File: config.mk
export PLATFORM = sky130hd
export DESIGN_NAME = plic_core
export DESIGN_NICKNAME = d
export VERILOG_FILES = /design/src/rtl/plic_pkg.sv /design/src/rtl/plic_decode.sv /design/src/rtl/plic_gateway.sv /design/src/rtl/plic_arbiter.sv /design/src/rtl/plic_core.sv
export SDC_FILE = /design/constraint.sdc
export NUM_CORES = 1
export LEC_CHECK = 0
export CAP_MARGIN = 20
export CORE_MARGIN = 1.5
export CORE_UTILIZATION = 44
export DETAILED_ROUTE_END_ITERATION = 12
export GPL_ROUTABILITY_DRIVEN = 0
export MAX_ROUTING_LAYER = met4
export PLACE_DENSITY = 0.69
export SETUP_SLACK_MARGIN = 0.1
export SLEW_MARGIN = 10
export SYNTH_ARGS = -nofsm -noshare
export SYNTH_HDL_FRONTEND = slang
export SYNTH_SLANG_ARGS = --single-unit
export TNS_END_PERCENT = 5
File: constraint.sdc
create_clock -name clk -period 58.2 [get_ports clk]
set_input_delay 8.73 -clock clk [delete_from_list [all_inputs] [get_ports clk]]
set_output_delay 8.73 -clock clk [all_outputs]
set_load 0.02 [all_outputs]
File: src/rtl/plic_pkg.sv
package plic_pkg;

  // Fixed address map anchors (byte addresses)
  localparam logic [31:0] PRIO_BASE  = 32'h0000_0000;
  localparam logic [31:0] EN_BASE    = 32'h0000_2000;
  localparam logic [31:0] EN_STRIDE  = 32'h0000_0080;
  localparam logic [31:0] CTL_BASE   = 32'h0020_0000;
  localparam logic [31:0] CTL_STRIDE = 32'h0000_1000;
  localparam logic [11:0] THR_OFF    = 12'h000;
  localparam logic [11:0] CLAIM_OFF  = 12'h004;

  typedef enum logic [2:0] {
    KIND_NONE,
    KIND_PRIO,
    KIND_EN,
    KIND_THR,
    KIND_CLAIM
  } reg_kind_e;

endpackage

File: src/rtl/plic_decode.sv
module plic_decode
  import plic_pkg::*;
#(
  parameter int unsigned NUM_SRC = 31,
  parameter int unsigned NUM_CTX = 2,
  parameter int unsigned ID_W    = 5,
  parameter int unsigned CTX_W   = 1,
  parameter int unsigned WORD_W  = 1
) (
  input  logic [31:0]       addr,
  output reg_kind_e         kind,
  output logic [ID_W-1:0]   src_id,
  output logic [CTX_W-1:0]  ctx,
  output logic [WORD_W-1:0] word
);

  localparam int unsigned NUM_WORDS = (NUM_SRC + 32) / 32;
  localparam logic [31:0] PRIO_END  = 32'(4 * (NUM_SRC + 1));
  localparam logic [31:0] EN_SPAN   = 32'(NUM_CTX) * EN_STRIDE;
  localparam logic [31:0] CTL_SPAN  = 32'(NUM_CTX) * CTL_STRIDE;

  logic [31:0] en_off;
  logic [31:0] ctl_off;

  always_comb begin
    en_off  = addr - EN_BASE;
    ctl_off = addr - CTL_BASE;
    kind    = KIND_NONE;
    src_id  = '0;
    ctx     = '0;
    word    = '0;
    if (addr[1:0] == 2'b00) begin
      if (addr > PRIO_BASE && addr < PRIO_END) begin
        kind   = KIND_PRIO;
        src_id = addr[2 +: ID_W];
      end else if (addr >= EN_BASE && en_off < EN_SPAN &&
                   {27'd0, en_off[6:2]} < 32'(NUM_WORDS)) begin
        kind = KIND_EN;
        ctx  = en_off[7 +: CTX_W];
        word = en_off[2 +: WORD_W];
      end else if (addr >= CTL_BASE && ctl_off < CTL_SPAN) begin
        ctx = ctl_off[12 +: CTX_W];
        if (ctl_off[11:0] == THR_OFF) begin
          kind = KIND_THR;
        end else if (ctl_off[11:0] == CLAIM_OFF) begin
          kind = KIND_CLAIM;
        end
      end
    end
  end

endmodule

File: src/rtl/plic_gateway.sv
module plic_gateway #(
  parameter int unsigned NUM_CTX = 2
) (
  input  logic               clk,
  input  logic               rst_n,
  input  logic               req,
  input  logic [NUM_CTX-1:0] take,
  input  logic [NUM_CTX-1:0] done,
  output logic               pend,
  output logic [NUM_CTX-1:0] own
);

  logic               pend_q, pend_n;
  logic [NUM_CTX-1:0] own_q, own_n;
  logic               busy;

  always_comb begin
    busy  = |own_q;
    own_n = (own_q & ~done) | take;
    if (|take) begin
      pend_n = 1'b0;
    end else begin
      pend_n = pend_q | (req & ~busy);
    end
  end

  always_ff @(posedge clk or negedge rst_n) begin
    if (!rst_n) begin
      pend_q <= 1'b0;
      own_q  <= '0;
    end else begin
      pend_q <= pend_n;
      own_q  <= own_n;
    end
  end

  assign pend = pend_q;
  assign own  = own_q;

endmodule

File: src/rtl/plic_arbiter.sv
module plic_arbiter #(
  parameter int unsigned NUM_SRC = 31,
  parameter int unsigned PRIO_W  = 3,
  parameter int unsigned ID_W    = 5
) (
  input  logic [NUM_SRC-1:0]        pend,
  input  logic [NUM_SRC-1:0]        en,
  input  logic [NUM_SRC*PRIO_W-1:0] prio,
  input  logic [PRIO_W-1:0]         thr,
  output logic [ID_W-1:0]           best
);

  logic [PRIO_W-1:0] bar;

  // Ascending scan with a strict compare: the bar starts at the threshold,
  // and equal priorities never displace an earlier (lower) ID.
  always_comb begin
    bar  = thr;
    best = '0;
    for (int s = 0; s < int'(NUM_SRC); s++) begin
      if (pend[s] && en[s] && prio[s*PRIO_W +: PRIO_W] > bar) begin
        bar  = prio[s*PRIO_W +: PRIO_W];
        best = ID_W'(s + 1);
      end
    end
  end

endmodule

File: src/rtl/plic_core.sv
module plic_core
  import plic_pkg::*;
#(
  parameter int unsigned NUM_SRC = 31,
  parameter int unsigned NUM_CTX = 2,
  parameter int unsigned PRIO_W  = 3
) (
  input  logic               clk,
  input  logic               rst_n,
  input  logic [NUM_SRC-1:0] src_req,
  input  logic [31:0]        reg_addr,
  input  logic               reg_we,
  input  logic [31:0]        reg_wdata,
  input  logic               reg_re,
  output logic [31:0]        reg_rdata,
  output logic [NUM_CTX-1:0] ctx_irq
);

  localparam int unsigned ID_W      = $clog2(NUM_SRC + 1);
  localparam int unsigned CTX_W     = (NUM_CTX > 1) ? $clog2(NUM_CTX) : 1;
  localparam int unsigned NUM_WORDS = (NUM_SRC + 32) / 32;
  localparam int unsigned WORD_W    = (NUM_WORDS > 1) ? $clog2(NUM_WORDS) : 1;

  // Reset synchroniser: asynchronous assert, synchronous release
  logic [1:0] rst_sync_q;
  logic       rst_core_n;

  always_ff @(posedge clk or negedge rst_n) begin
    if (!rst_n) begin
      rst_sync_q <= 2'b00;
    end else begin
      rst_sync_q <= {rst_sync_q[0], 1'b1};
    end
  end
  assign rst_core_n = rst_sync_q[1];

  // Address decode
  reg_kind_e         dec_kind;
  logic [ID_W-1:0]   dec_id;
  logic [CTX_W-1:0]  dec_ctx;
  logic [WORD_W-1:0] dec_word;

  plic_decode #(
    .NUM_SRC(NUM_SRC), .NUM_CTX(NUM_CTX),
    .ID_W(ID_W), .CTX_W(CTX_W), .WORD_W(WORD_W)
  ) u_dec (
    .addr  (reg_addr),
    .kind  (dec_kind),
    .src_id(dec_id),
    .ctx   (dec_ctx),
    .word  (dec_word)
  );

  // Configuration state
  logic [NUM_SRC*PRIO_W-1:0]  prio_q, prio_n;
  logic [NUM_CTX*NUM_SRC-1:0] en_q,   en_n;
  logic [NUM_CTX*PRIO_W-1:0]  thr_q,  thr_n;
  logic                       cfg_we;

  // Runtime state views
  logic [NUM_SRC-1:0]         pend_w;
  logic [NUM_CTX*NUM_SRC-1:0] own_w;
  logic [NUM_CTX*ID_W-1:0]    best_w;
  logic [NUM_CTX-1:0]         claim_fire;
  logic [NUM_CTX-1:0]         done_fire;

  logic [31:0] rdata_q, rdata_n;

  assign cfg_we = reg_we && (dec_kind == KIND_PRIO || dec_kind == KIND_EN ||
                             dec_kind == KIND_THR);

  always_comb begin
    prio_n = prio_q;
    en_n   = en_q;
    thr_n  = thr_q;
    case (dec_kind)
      KIND_PRIO: begin
        for (int s = 1; s <= int'(NUM_SRC); s++) begin
          if (dec_id == ID_W'(s)) begin
            prio_n[(s-1)*PRIO_W +: PRIO_W] = reg_wdata[PRIO_W-1:0];
          end
        end
      end
      KIND_EN: begin
        for (int c = 0; c < int'(NUM_CTX); c++) begin
          for (int s = 1; s <= int'(NUM_SRC); s++) begin
            if (dec_ctx == CTX_W'(c) && dec_word == WORD_W'(s / 32)) begin
              en_n[c*NUM_SRC + s - 1] = reg_wdata[s % 32];
            end
          end
        end
      end
      KIND_THR: begin
        for (int c = 0; c < int'(NUM_CTX); c++) begin
          if (dec_ctx == CTX_W'(c)) begin
            thr_n[c*PRIO_W +: PRIO_W] = reg_wdata[PRIO_W-1:0];
          end
        end
      end
      default: ;
    endcase
  end

  always_ff @(posedge clk or negedge rst_core_n) begin
    if (!rst_core_n) begin
      prio_q <= '0;
      en_q   <= '0;
      thr_q  <= '0;
    end else if (cfg_we) begin
      prio_q <= prio_n;
      en_q   <= en_n;
      thr_q  <= thr_n;
    end
  end

  // Read data path
  always_comb begin
    rdata_n = '0;
    case (dec_kind)
      KIND_PRIO: begin
        for (int s = 1; s <= int'(NUM_SRC); s++) begin
          if (dec_id == ID_W'(s)) begin
            rdata_n[PRIO_W-1:0] = prio_q[(s-1)*PRIO_W +: PRIO_W];
          end
        end
      end
      KIND_EN: begin
        for (int c = 0; c < int'(NUM_CTX); c++) begin
          for (int s = 1; s <= int'(NUM_SRC); s++) begin
            if (dec_ctx == CTX_W'(c) && dec_word == WORD_W'(s / 32)) begin
              rdata_n[s % 32] = en_q[c*NUM_SRC + s - 1];
            end
          end
        end
      end
      KIND_THR: begin
        for (int c = 0; c < int'(NUM_CTX); c++) begin
          if (dec_ctx == CTX_W'(c)) begin
            rdata_n[PRIO_W-1:0] = thr_q[c*PRIO_W +: PRIO_W];
          end
        end
      end
      KIND_CLAIM: begin
        for (int c = 0; c < int'(NUM_CTX); c++) begin
          if (dec_ctx == CTX_W'(c)) begin
            rdata_n[ID_W-1:0] = best_w[c*ID_W +: ID_W];
          end
        end
      end
      default: ;
    endcase
  end

  always_ff @(posedge clk or negedge rst_core_n) begin
    if (!rst_core_n) begin
      rdata_q <= '0;
    end else if (reg_re) begin
      rdata_q <= rdata_n;
    end
  end

  assign reg_rdata = rdata_q;

  // Claim / complete strobes per context
  always_comb begin
    for (int c = 0; c < int'(NUM_CTX); c++) begin
      claim_fire[c] = reg_re && dec_kind == KIND_CLAIM && dec_ctx == CTX_W'(c);
      done_fire[c]  = reg_we && dec_kind == KIND_CLAIM && dec_ctx == CTX_W'(c);
    end
  end

  // One gateway per source
  genvar gs, gc;
  generate
    for (gs = 0; gs < NUM_SRC; gs++) begin : g_src
      logic [NUM_CTX-1:0] take;
      logic [NUM_CTX-1:0] done;
      logic [NUM_CTX-1:0] own;

      for (gc = 0; gc < NUM_CTX; gc++) begin : g_ctx
        assign take[gc] = claim_fire[gc] &&
                          best_w[gc*ID_W +: ID_W] == ID_W'(gs + 1);
        assign done[gc] = done_fire[gc] && reg_wdata == 32'(gs + 1);
        assign own_w[gc*NUM_SRC + gs] = own[gc];
      end

      plic_gateway #(.NUM_CTX(NUM_CTX)) u_gw (
        .clk  (clk),
        .rst_n(rst_core_n),
        .req  (src_req[gs]),
        .take (take),
        .done (done),
        .pend (pend_w[gs]),
        .own  (own)
      );
    end

    // One arbiter per context
    for (gc = 0; gc < NUM_CTX; gc++) begin : g_arb
      plic_arbiter #(.NUM_SRC(NUM_SRC), .PRIO_W(PRIO_W), .ID_W(ID_W)) u_arb (
        .pend(pend_w),
        .en  (en_q[gc*NUM_SRC +: NUM_SRC]),
        .prio(prio_q),
        .thr (thr_q[gc*PRIO_W +: PRIO_W]),
        .best(best_w[gc*ID_W +: ID_W])
      );
      assign ctx_irq[gc] = |best_w[gc*ID_W +: ID_W];
    end
  endgenerate

endmodule

After elaboration in Yosys (flattened, before gate mapping)
Index checks and enable logic that the tools add are counted.
W data, S select, Z words.
- add/sub/neg operators: 2
- order comparisons: 69
- equal/unequal tests: 129
- muxes and demuxes: 267
- bitwise logic cells: 188
- reductions and logical operators: 364
- operators by type and width (operator ; count):
    $eq A32 B5 Y1 const B ; 16
    $mux W3 ; 106
    $logic_and A1 B1 Y1 ; 261
    $eq A32 B4 Y1 const B ; 8
    $eq A5 B5 Y1 const B ; 48
    $gt A3 B3 Y1 ; 62
    $mux W5 ; 35
    $eq A32 B3 Y1 const B ; 4
    $reduce_or A2 Y1 ; 62
    $eq A5 B4 Y1 const B ; 24
    $reduce_and A3 Y1 ; 35
    $mux W1 ; 102
    $eq A32 B2 Y1 const B ; 2
    $mux W4 ; 16
    $and A2 B2 Y2 ; 31
    $not A2 Y2 ; 31
    $or A2 B2 Y2 ; 31
    $eq A5 B3 Y1 const B ; 12
    $not A1 Y1 ; 33
    $eq A32 B1 Y1 const B ; 1
    $ge A32 B14 Y1 const B ; 1
    $ge A32 B22 Y1 const B ; 1
    $gt A32 B1 Y1 const B ; 1
    $lt A32 B14 Y1 const B ; 1
    22 further kinds ; 95
- bits in registers: 288
- logic and storage cells: 1118

Logic depth before layout (Yosys ltp)
Gate-level depths: netlist of the first run.
- depth in word-level cells: 97
- gate-level depth with buffers: 221
- gate-level depth less buffers: 218

By module
From an unflattened synthesis of the first run, not the netlist that was laid out.
- cell total of the unflattened synthesis: 2911
- area total of the unflattened synthesis: 24532.3 µm²
- modules (own cells, without submodules) (module ; instances ; cells an instance ; area an instance (µm²)):
    plic_core ; 1 ; 1023 ; 10392.5
    plic_arbiter at g_arb[0].u_arb ; 1 ; 752 ; 4885.9
    plic_arbiter at g_arb[1].u_arb ; 1 ; 728 ; 4752.1
    plic_gateway ; 31 ; 10 ; 122.6
    plic_decode ; 1 ; 98 ; 700.7

Worst setup path before layout of the first run
No wires, ideal clock.
- path kind: register -> output
- start point: register prio_q[1]
- end point: output port ctx_irq[1]
- data arrival time: 38883 ps
- path slack: 10587 ps
- stages on the path, launching flop included: 214
- cell sequence: dfrtp_1 -> ha_1 -> nor2b_4 -> o311a_2 -> nand2_1 -> nand2_1 -> o21ai_0 -> ha_1 -> or2_2 -> nor2_1 -> a2111oi_4 -> a21oi_2 -> o21ai_0 -> mux2_2 -> ha_1 -> nor2_1 -> nor2_1 -> a2111oi_0 -> [178 not listed] -> a211o_1 -> ha_1 -> nor2b_1 -> o21ai_0 -> nand2b_1 -> and4_1 -> buf_1 -> nor2_1 -> a32oi_1 -> ha_1 -> nor2b_1 -> o21a_1 -> o2111ai_1 -> and2_1 -> o211a_1 -> and4bb_2 -> nand3_1 -> or3_1
- cells in the longest elaborated chain, start to end: 94
- elaborated cells between the ends (all ways): 124
- classes of those cells: 31 x order compare; 61 x mux; 32 x reduce/logical
- RTL lines (what ; RTL line ; text):
    start, declared ; plic_core.sv:55 ; logic [NUM_SRC*PRIO_W-1:0] prio_q, prio_n;
    start signal, assigned ; plic_core.sv:110 ; prio_q <= prio_n;
    $gt A3 B3 Y1 ; plic_arbiter.sv:21 ; if (pend[s] && en[s] && prio[s*PRIO_W +: PRIO_W] > bar) begin
    $logic_and A1 B1 Y1 ; plic_arbiter.sv:21 ;
    $mux W3 ; plic_arbiter.sv:21 ;
    $gt A3 B3 Y1 ; plic_arbiter.sv:21 ;
    $logic_and A1 B1 Y1 ; plic_arbiter.sv:21 ;
    $mux W3 ; plic_arbiter.sv:21 ;
    $gt A3 B3 Y1 ; plic_arbiter.sv:21 ;
    $logic_and A1 B1 Y1 ; plic_arbiter.sv:21 ;
    [78 not listed] ; n/a ;
    $mux W3 ; plic_arbiter.sv:21 ;
    $gt A3 B3 Y1 ; plic_arbiter.sv:21 ;
    $logic_and A1 B1 Y1 ; plic_arbiter.sv:21 ;
    $mux W3 ; plic_arbiter.sv:21 ;
    $gt A3 B3 Y1 ; plic_arbiter.sv:21 ;
    $logic_and A1 B1 Y1 ; plic_arbiter.sv:21 ;
    $mux W5 * ; plic_arbiter.sv:21 ;
    $reduce_or A5 Y1 * ; plic_core.sv:207 ; assign ctx_irq[gc] = |best_w[gc*ID_W +: ID_W];
    end, declared ; plic_core.sv:16 ; output logic [NUM_CTX-1:0] ctx_irq
Every way passes the cells marked *; elsewhere a longest branch is shown, timed or not.

Worst setup path after layout of the first run
- start point: register thr_q[5]
- end point: output port ctx_irq[1]
- cells in the longest elaborated chain, start to end: 94
- elaborated cells between the ends (all ways): 124
- classes of those cells: 31 x order compare; 61 x mux; 32 x reduce/logical
- RTL lines (what ; RTL line ; text):
    start, declared ; plic_core.sv:57 ; logic [NUM_CTX*PRIO_W-1:0] thr_q, thr_n;
    start signal, assigned ; plic_core.sv:112 ; thr_q <= thr_n;
    $gt A3 B3 Y1 ; plic_arbiter.sv:21 ;
    $logic_and A1 B1 Y1 ; plic_arbiter.sv:21 ;
    $mux W3 ; plic_arbiter.sv:21 ;
    $gt A3 B3 Y1 ; plic_arbiter.sv:21 ;
    $logic_and A1 B1 Y1 ; plic_arbiter.sv:21 ;
    $mux W3 ; plic_arbiter.sv:21 ;
    $gt A3 B3 Y1 ; plic_arbiter.sv:21 ;
    $logic_and A1 B1 Y1 ; plic_arbiter.sv:21 ;
    [78 not listed] ; n/a ;
    $mux W3 ; plic_arbiter.sv:21 ;
    $gt A3 B3 Y1 ; plic_arbiter.sv:21 ;
    $logic_and A1 B1 Y1 ; plic_arbiter.sv:21 ;
    $mux W3 ; plic_arbiter.sv:21 ;
    $gt A3 B3 Y1 ; plic_arbiter.sv:21 ;
    $logic_and A1 B1 Y1 ; plic_arbiter.sv:21 ;
    $mux W5 * ; plic_arbiter.sv:21 ;
    $reduce_or A5 Y1 * ; plic_core.sv:207 ;
Marks and branches as above.

==> impl_metrics.env, run 1 <==
export IMPL_status="completed"
export IMPL_hp_class="reg -> async"
export IMPL_reg2reg_depth=212
export IMPL_io_buffers=132
export IMPL_fillerInstances=4596
export IMPL_slowest_delay_ns=0.64
export IMPL_ios=133
export IMPL_dieHeight_um=227
export IMPL_synth_nets=2847
export IMPL_slew_headroom_pct=19.9
export IMPL_synthArstFlopShare_pct=100
export IMPL_p_leak_nw=10.9
export IMPL_fp_coreArea_um2=49200
export IMPL_synthToLayoutAreaGrowth_pct=14.2
export IMPL_r2r_setup_slack_ns=13.15
export IMPL_startpoint_type="flip-flop"
export IMPL_fin_skew_ns=0.0299
export IMPL_drc=0
export IMPL_firstDrtPassIters=9
export IMPL_grt_overflow=0
export IMPL_ir_drop_mv=0.0229
export IMPL_fin_ws_ns=3.47
export IMPL_hold_viol_final=0
export IMPL_fp_dieArea_um2=51400
export IMPL_grt_pass1_vias=21900
export IMPL_grtUsageTotal_pct=32.6
export IMPL_wirelength_mm=82.0
export IMPL_clk_pin_slew_ns=0.06
export IMPL_endpoint_kind="primary output"
export IMPL_dp_slack_ns=4.30
export IMPL_fin_crit_ns=54.73
export IMPL_postSynth_topFlopCell="dfrtp_1"
export IMPL_rsz0062_at_grt="false"
export IMPL_cp_slowest_cell="or4b_2"
export IMPL_clockRootBuffer="clkbuf_16"
export IMPL_nets=2937
export IMPL_arrival_ns=46.00
export IMPL_numCtsBuffers=36
export IMPL_setup_tns_ns=0
export IMPL_r2r_end="g_src[24].u_gw.pend"
export IMPL_wl_per_cell_um=23.7
export IMPL_hold_ws_ns=0.316
export IMPL_ys_seq_elements=288
export IMPL_grt_max_degree=76
export IMPL_ys_seq_area_share_pct=32.7
export IMPL_syn_cell_area_um2=22000
export IMPL_cpMostUsedCell="ha_1"
export IMPL_reg2reg_from="thr_q[5]"
export IMPL_max_slew_worst_pin_slew_ns=1.19
export IMPL_vias=23000
export IMPL_crit_fanout=12
export IMPL_first_iter_violations=2541
export IMPL_clkSinkCount=288
export IMPL_cts_tree="yes"
export IMPL_fmax_mhz=18.3
export IMPL_required_ns=49.47
export IMPL_drv_slew=0
export IMPL_ys_types=113
export IMPL_synth_edf_count=0
export IMPL_setup_viol=0
export IMPL_cts_buffer_depth=3
export IMPL_crit_type="reg -> out"
export IMPL_crit_start="thr_q[5]"
export IMPL_multi_input_comb_area_um2=14100
export IMPL_grt_pass1_wl_mm=126
export IMPL_clk_latency_ns=0.58
export IMPL_seq_area_um2=7210
export IMPL_synthTopCellsByArea="dfrtp_1 (33%), mux2_2 (6.7%), o21ai_0 (5.6%)"
export IMPL_yosys_warnings=0
export IMPL_syn_inst=2672
export IMPL_viasPerCell=6.65
export IMPL_layout_cells_non_filler=3453
export IMPL_synth_top_area_share_pct=32.7
export IMPL_antenna_found_initial=3
export IMPL_drive_gt1_share_pct=10.7
export IMPL_syn_avg_cell_area_um2=8.24
export IMPL_ant_nets=0
export IMPL_htree_num_levels=2
export IMPL_die_w_um=227
export IMPL_yosys_area_top_type="dfrtp_1"
export IMPL_start_util_pct=44.8
export IMPL_finalPower_w=0.000448
export IMPL_powerDensity_nw_per_um2=17.8
export IMPL_place_hpwl_mm=62.2
export IMPL_fin_crit_sh_pct=94.0
export IMPL_placedCellCount=3386
export IMPL_core_rowCount=81
export IMPL_drv_cap=0
-- sequential cells by signal (all words and copies together), names as in the netlist --
| name | flops |
|---|---|
| reg_rdata | 32 |
| thr_q | 6 |
| g_src.u_gw.own | 62 |
| g_src.u_gw.pend | 31 |
| prio_q | 93 |
| en_q | 62 |
| rst_sync_q | 2 |
-- placed cells by master, fill, tap and decap left out, types with 49 or more instances in the layout --
| cell | n |
|---|---|
| o22ai_1 | 49 |
| o21ai_0 | 247 |
| clkdlybuf4s50_1 | 131 |
| ha_1 | 76 |
| nand3_1 | 123 |
| nand2_1 | 286 |
| and3_1 | 52 |
| dfrtp_1 | 287 |
| inv_1 | 112 |
| a21oi_1 | 111 |
| and2_1 | 55 |
| nor2_1 | 245 |
| nor3_1 | 97 |
| mux2_2 | 131 |
-- stage by stage --
stage,util [%],cell area (µm²)
floorplan,-,22000
global route,51.2,25200
finish,51.2,25200
detailed placement,48.8,24000
CTS,51.1,25100
global placement,48.7,24000
-- metal layers --
layer / vias to the layer above / track usage [%] / part of all wire, %
met5: - / - / 0
met2: 1421 / 49.9 / 44
li1: 10200 / - / -
met4: 0 / 14.6 / 5.2
met1: 11000 / 41.6 / 40
met3: 301 / 6.63 / 11
-- synth_stat cells (9+ instances only) --
master / instances
and3_1: 52
o21ai_1: 25
a31oi_1: 38
mux2_2: 131
nor2_1: 245
or2_2: 24
and2_1: 55
a21boi_0: 9
o211ai_1: 38
nor2b_1: 20
o31ai_1: 29
nand2b_1: 25
clkbuf_1: 83
mux2i_1: 42
ha_1: 76
nand3_1: 125
nand3b_1: 10
a211oi_1: 22
o221ai_1: 10
o211a_1: 17
nor3_1: 97
or3_1: 19
inv_1: 112
nor4_1: 14
dfrtp_1: 288
o21bai_1: 9
a21oi_1: 111
a221oi_1: 10
o22ai_1: 49
nand4_1: 27
o21ai_0: 247
nor3b_1: 24
a22oi_1: 25
o21a_1: 23
maj3_1: 22
nand2_1: 286
a21o_1: 26
o2111ai_1: 13
buf_1: 12
-- timing repair --
item | in CTS | in global routing
gates resized for setup | 0 | 4
setup buffers | 0 | 2
hold buffers | 0 | 0
setup endpoints to repair | 0 | 1
-- power breakdown --
group / internal, W / total, W / switching (W)
Sequential: 0.000200 / 0.000201 / 0.000000714
Combinational: 0.00000879 / 0.0000223 / 0.0000135
Clock: 0.000130 / 0.000225 / 0.0000950
Total: 0.000339 / 0.000448 / 0.000109
-- final cells by class --
class,count,area share [%]
multi-input combinational,2173,56.0
sequential,288,28.7
timing repair buffer,151,5.81
clock buffer,46,3.93
tap,664,3.30
inverter,112,1.67
clock inverter,16,0.646
antenna,3,0.0298
-- how the worst max path moves through the flow --
stage	end	slack [ns]	cells past startpoint
4_1_cts	ctx_irq[1]	3.53	209
3_5_place_dp	ctx_irq[1]	4.30	211
2_1_floorplan	ctx_irq[1]	10.59	213
5_1_grt	ctx_irq[1]	0.1	215
3_3_place_gp	ctx_irq[1]	5.26	208
6_report	ctx_irq[1]	3.47	212
-- worst max-delay path, delay by kind of cell, from the launching register on --
kind	cells	cell delay, ns
flops	1	0.47
buf+inv	7	1.23
mux	7	2.50
compound gates	88	17.80
simple gates	77	13.89
fa+ha+maj	33	9.42
-- cell families (layout without fill, tap and decap cells) --
family          after synthesis  after routing  synth area share (%)
compound gates              827            827                  25.2
simple gates               1065           1065                  23.8
xor+xnor                      3              3                 0.119
fa+ha+maj                    98             98                  5.32
other cells                   1              4                0.0170
buf+inv                     211            325                  3.63
flops                       288            288                  32.7
mux                         179            179                  9.18
Power figures use the tool's default switching activity.
==> inputs of run 2 (changes only) <==
--- a/config.mk
+++ b/config.mk
@@ -5,6 +5,8 @@
 export SDC_FILE = /design/constraint.sdc
 export NUM_CORES = 1
 export LEC_CHECK = 0
+export ABC_AREA = 1
+export ABC_CLOCK_PERIOD_IN_PS = 58200
 export CAP_MARGIN = 20
 export CORE_MARGIN = 1.5
 export CORE_UTILIZATION = 44
==> impl_metrics.env, run 2 <==
export IMPL_clk_latency_ns=0.58
export IMPL_yosysMostFrequentCell="nand2_1"
export IMPL_syn_cell_area_um2=21800
export IMPL_synth_edf_count=0
export IMPL_ys_seq_area_share_pct=33.1
export IMPL_grt_pass1_wl_mm=115
export IMPL_place_hpwl_mm=56.6
export IMPL_largest_register_ff_count=93
export IMPL_reg2reg_depth=196
export IMPL_fin_crit_ns=45.22
export IMPL_io_buffers=132
export IMPL_wirelength_mm=72.9
export IMPL_ctsResizeCount=0
export IMPL_yosys_warnings=0
export IMPL_max_slew_worst_pin_slew_ns=1.08
export IMPL_ys_seq_elements=288
export IMPL_slowest_delay_ns=0.56
export IMPL_fp_coreArea_um2=49000
export IMPL_cp_slowest_cell="clkdlybuf4s50_1"
export IMPL_start_util_pct=44.5
export IMPL_grt_pass1_vias=20600
export IMPL_viasPerCell=5.58
export IMPL_clk_pin_slew_ns=0.06
export IMPL_first_iter_violations=1921
export IMPL_rsz0062_at_grt="false"
export IMPL_clkSinkCount=288
export IMPL_finalPower_w=0.000468
export IMPL_syn_inst=3145
export IMPL_drv_cap=0
export IMPL_grt_overflow=0
export IMPL_cts_setup_buffers=0
export IMPL_ant_nets=0
export IMPL_setup_viol=0
export IMPL_final_common_cell="nand2_1"
export IMPL_cpMostUsedCell="o21ai_0"
export IMPL_grt_max_degree=170
export IMPL_design_area_um2=25100
export IMPL_core_rowCount=81
export IMPL_crit_type="reg -> out"
export IMPL_endpoint_kind="primary output"
export IMPL_placedCellCount=3899
export IMPL_arrival_ns=36.49
export IMPL_synth_nets=3320
export IMPL_startpoint_type="flip-flop"
export IMPL_final_util_pct=51.3
export IMPL_numCtsBuffers=37
export IMPL_slew_headroom_pct=27.3
export IMPL_grtUsageTotal_pct=29.7
export IMPL_crit_family="compound AO/OA/AOI/OAI gates"
export IMPL_ys_top_cells_by_count="nand2_1 (708), o21ai_0 (439), inv_1 (347)"
export IMPL_fin_crit_sh_pct=77.7
export IMPL_synthArstFlopShare_pct=100
export IMPL_die_w_um=226
export IMPL_largest_register="prio_q"
export IMPL_cts_buffer_depth=3
export IMPL_clockRootBuffer="clkbuf_16"
export IMPL_final_cell_mix="nand2_1 (706), o21ai_0 (439), inv_1 (346), dfrtp_1 (287), nor2_1 (281)"
export IMPL_postSynth_topFlopCell="dfrtp_1"
export IMPL_layout_cells_non_filler=3968
export IMPL_vias=22100
export IMPL_antenna_found_initial=1
export IMPL_fin_skew_ns=0.0287
export IMPL_synth_top_area_share_pct=33.1
export IMPL_powerDensity_nw_per_um2=18.6
export IMPL_cp_num_cells=197
export IMPL_cts_tree="yes"
export IMPL_p_leak_nw=11.7
export IMPL_dieHeight_um=226
export IMPL_hp_class="reg -> async"
export IMPL_htree_num_levels=2
export IMPL_syn_avg_cell_area_um2=6.93
export IMPL_hold_viol_final=0
export IMPL_fmax_mhz=22.1
export IMPL_yosys_area_top_type="dfrtp_1"
export IMPL_firstDrtPassIters=6
export IMPL_setup_tns_ns=0
export IMPL_ir_drop_mv=0.0177
export IMPL_synthTopCellsByArea="dfrtp_1 (33%), nand2_1 (12%), o21ai_0 (10%)"
export IMPL_required_ns=49.47
export IMPL_wl_per_cell_um=18.4
export IMPL_place_area_um2=23800
export IMPL_nets=3450
export IMPL_cts_hold_buf=0
export IMPL_fp_dieArea_um2=50900
export IMPL_drc=0
export IMPL_drv_slew=0
export IMPL_ys_types=69
export IMPL_crit_fanout=9
export IMPL_status="completed"
export IMPL_ios=133
export IMPL_synthToLayoutAreaGrowth_pct=15.2
export IMPL_drive_gt1_share_pct=12.4
export IMPL_crit_buf_inv=12
## run 2: cell count changes after synthesis, moves of 39 or more
cell and delta:
and3_1 -52, o21ai_0 +192, and2_1 -54, nand2_2 +163, nor3_1 -48, nand3_1 +87, nand2_1 +422, inv_1 +235
nand3_2 +69, o22ai_1 -39, mux2_2 -131, nand4_1 +42
## run 2: layout make-up
type / instances / area (µm²)
Antenna cell: 1 / 2.50
Clock buffer: 49 / 992
Clock inverter: 18 / 282
Fill cell: 4887 / 23800
Inverter: 383 / 1440
Multi-Input combinational cell: 2418 / 12900
Sequential cell: 288 / 7210
Tap cell: 664 / 831
Timing Repair Buffer: 147 / 1450
## run 2: routing by layer
metal  track usage (%)  part of all wire, %  wire, µm
met3              5.45                  7.4      5430
met1              38.8                   44     32200
met4              10.8                  3.5      2540
met2              46.0                   45     32800
met5                 -                    0         0
## run 2: worst register-to-register path, delay by kind of cell, from the launching register on
kind	cells	cell delay, ns
adder cells (fa/ha/maj)	31	9.33
flip-flops	1	0.46
AO/OA/AOI/OAI	62	14.73
buffers and inverters	10	0.79
AND/OR/NAND/NOR	93	10.47
## run 2: report_power, final
part / total, W / switching [W] / internal, W
clock network: 0.000245 / 0.0000964 / 0.000148
registers: 0.000201 / 0.000000709 / 0.000200
logic: 0.0000221 / 0.0000139 / 0.00000823
## run 2: cell families after synthesis
kind of cell,Yosys count,share of synthesized area [%]
AO/OA/AOI/OAI,682,17.7
XOR/XNOR,17,0.683
other,1,0.0172
buffers and inverters,439,7.85
flip-flops,288,33.1
adder cells (fa/ha/maj),76,4.36
AND/OR/NAND/NOR,1622,35.4
multiplexers,20,0.918
## run 2: path summary, 6_finish.rpt
kind	from	end	slack, ns
min reg2reg	rst_sync_q[1]	g_src[7].u_gw.own[0]	0.35
max reg2reg	prio_q[2]	g_src[18].u_gw.pend	22.29
max	prio_q[2]	ctx_irq[1]	12.98
max in group asynchronous	rst_n	rst_sync_q[1]	49.76
min in group clk	rst_sync_q[0]	rst_sync_q[1]	0.35
min	rst_sync_q[1]	g_src[7].u_gw.own[0]	0.35
## run 2: per-stage QoR
stage                     worst slack (ns)  hold WS [ns]
after floorplan                      18.81         0.331
after global placement               13.94         0.337
after detailed placement             13.97         0.342
after CTS                            13.17         0.355
after global routing                  9.24         0.356
final                                12.98         0.348
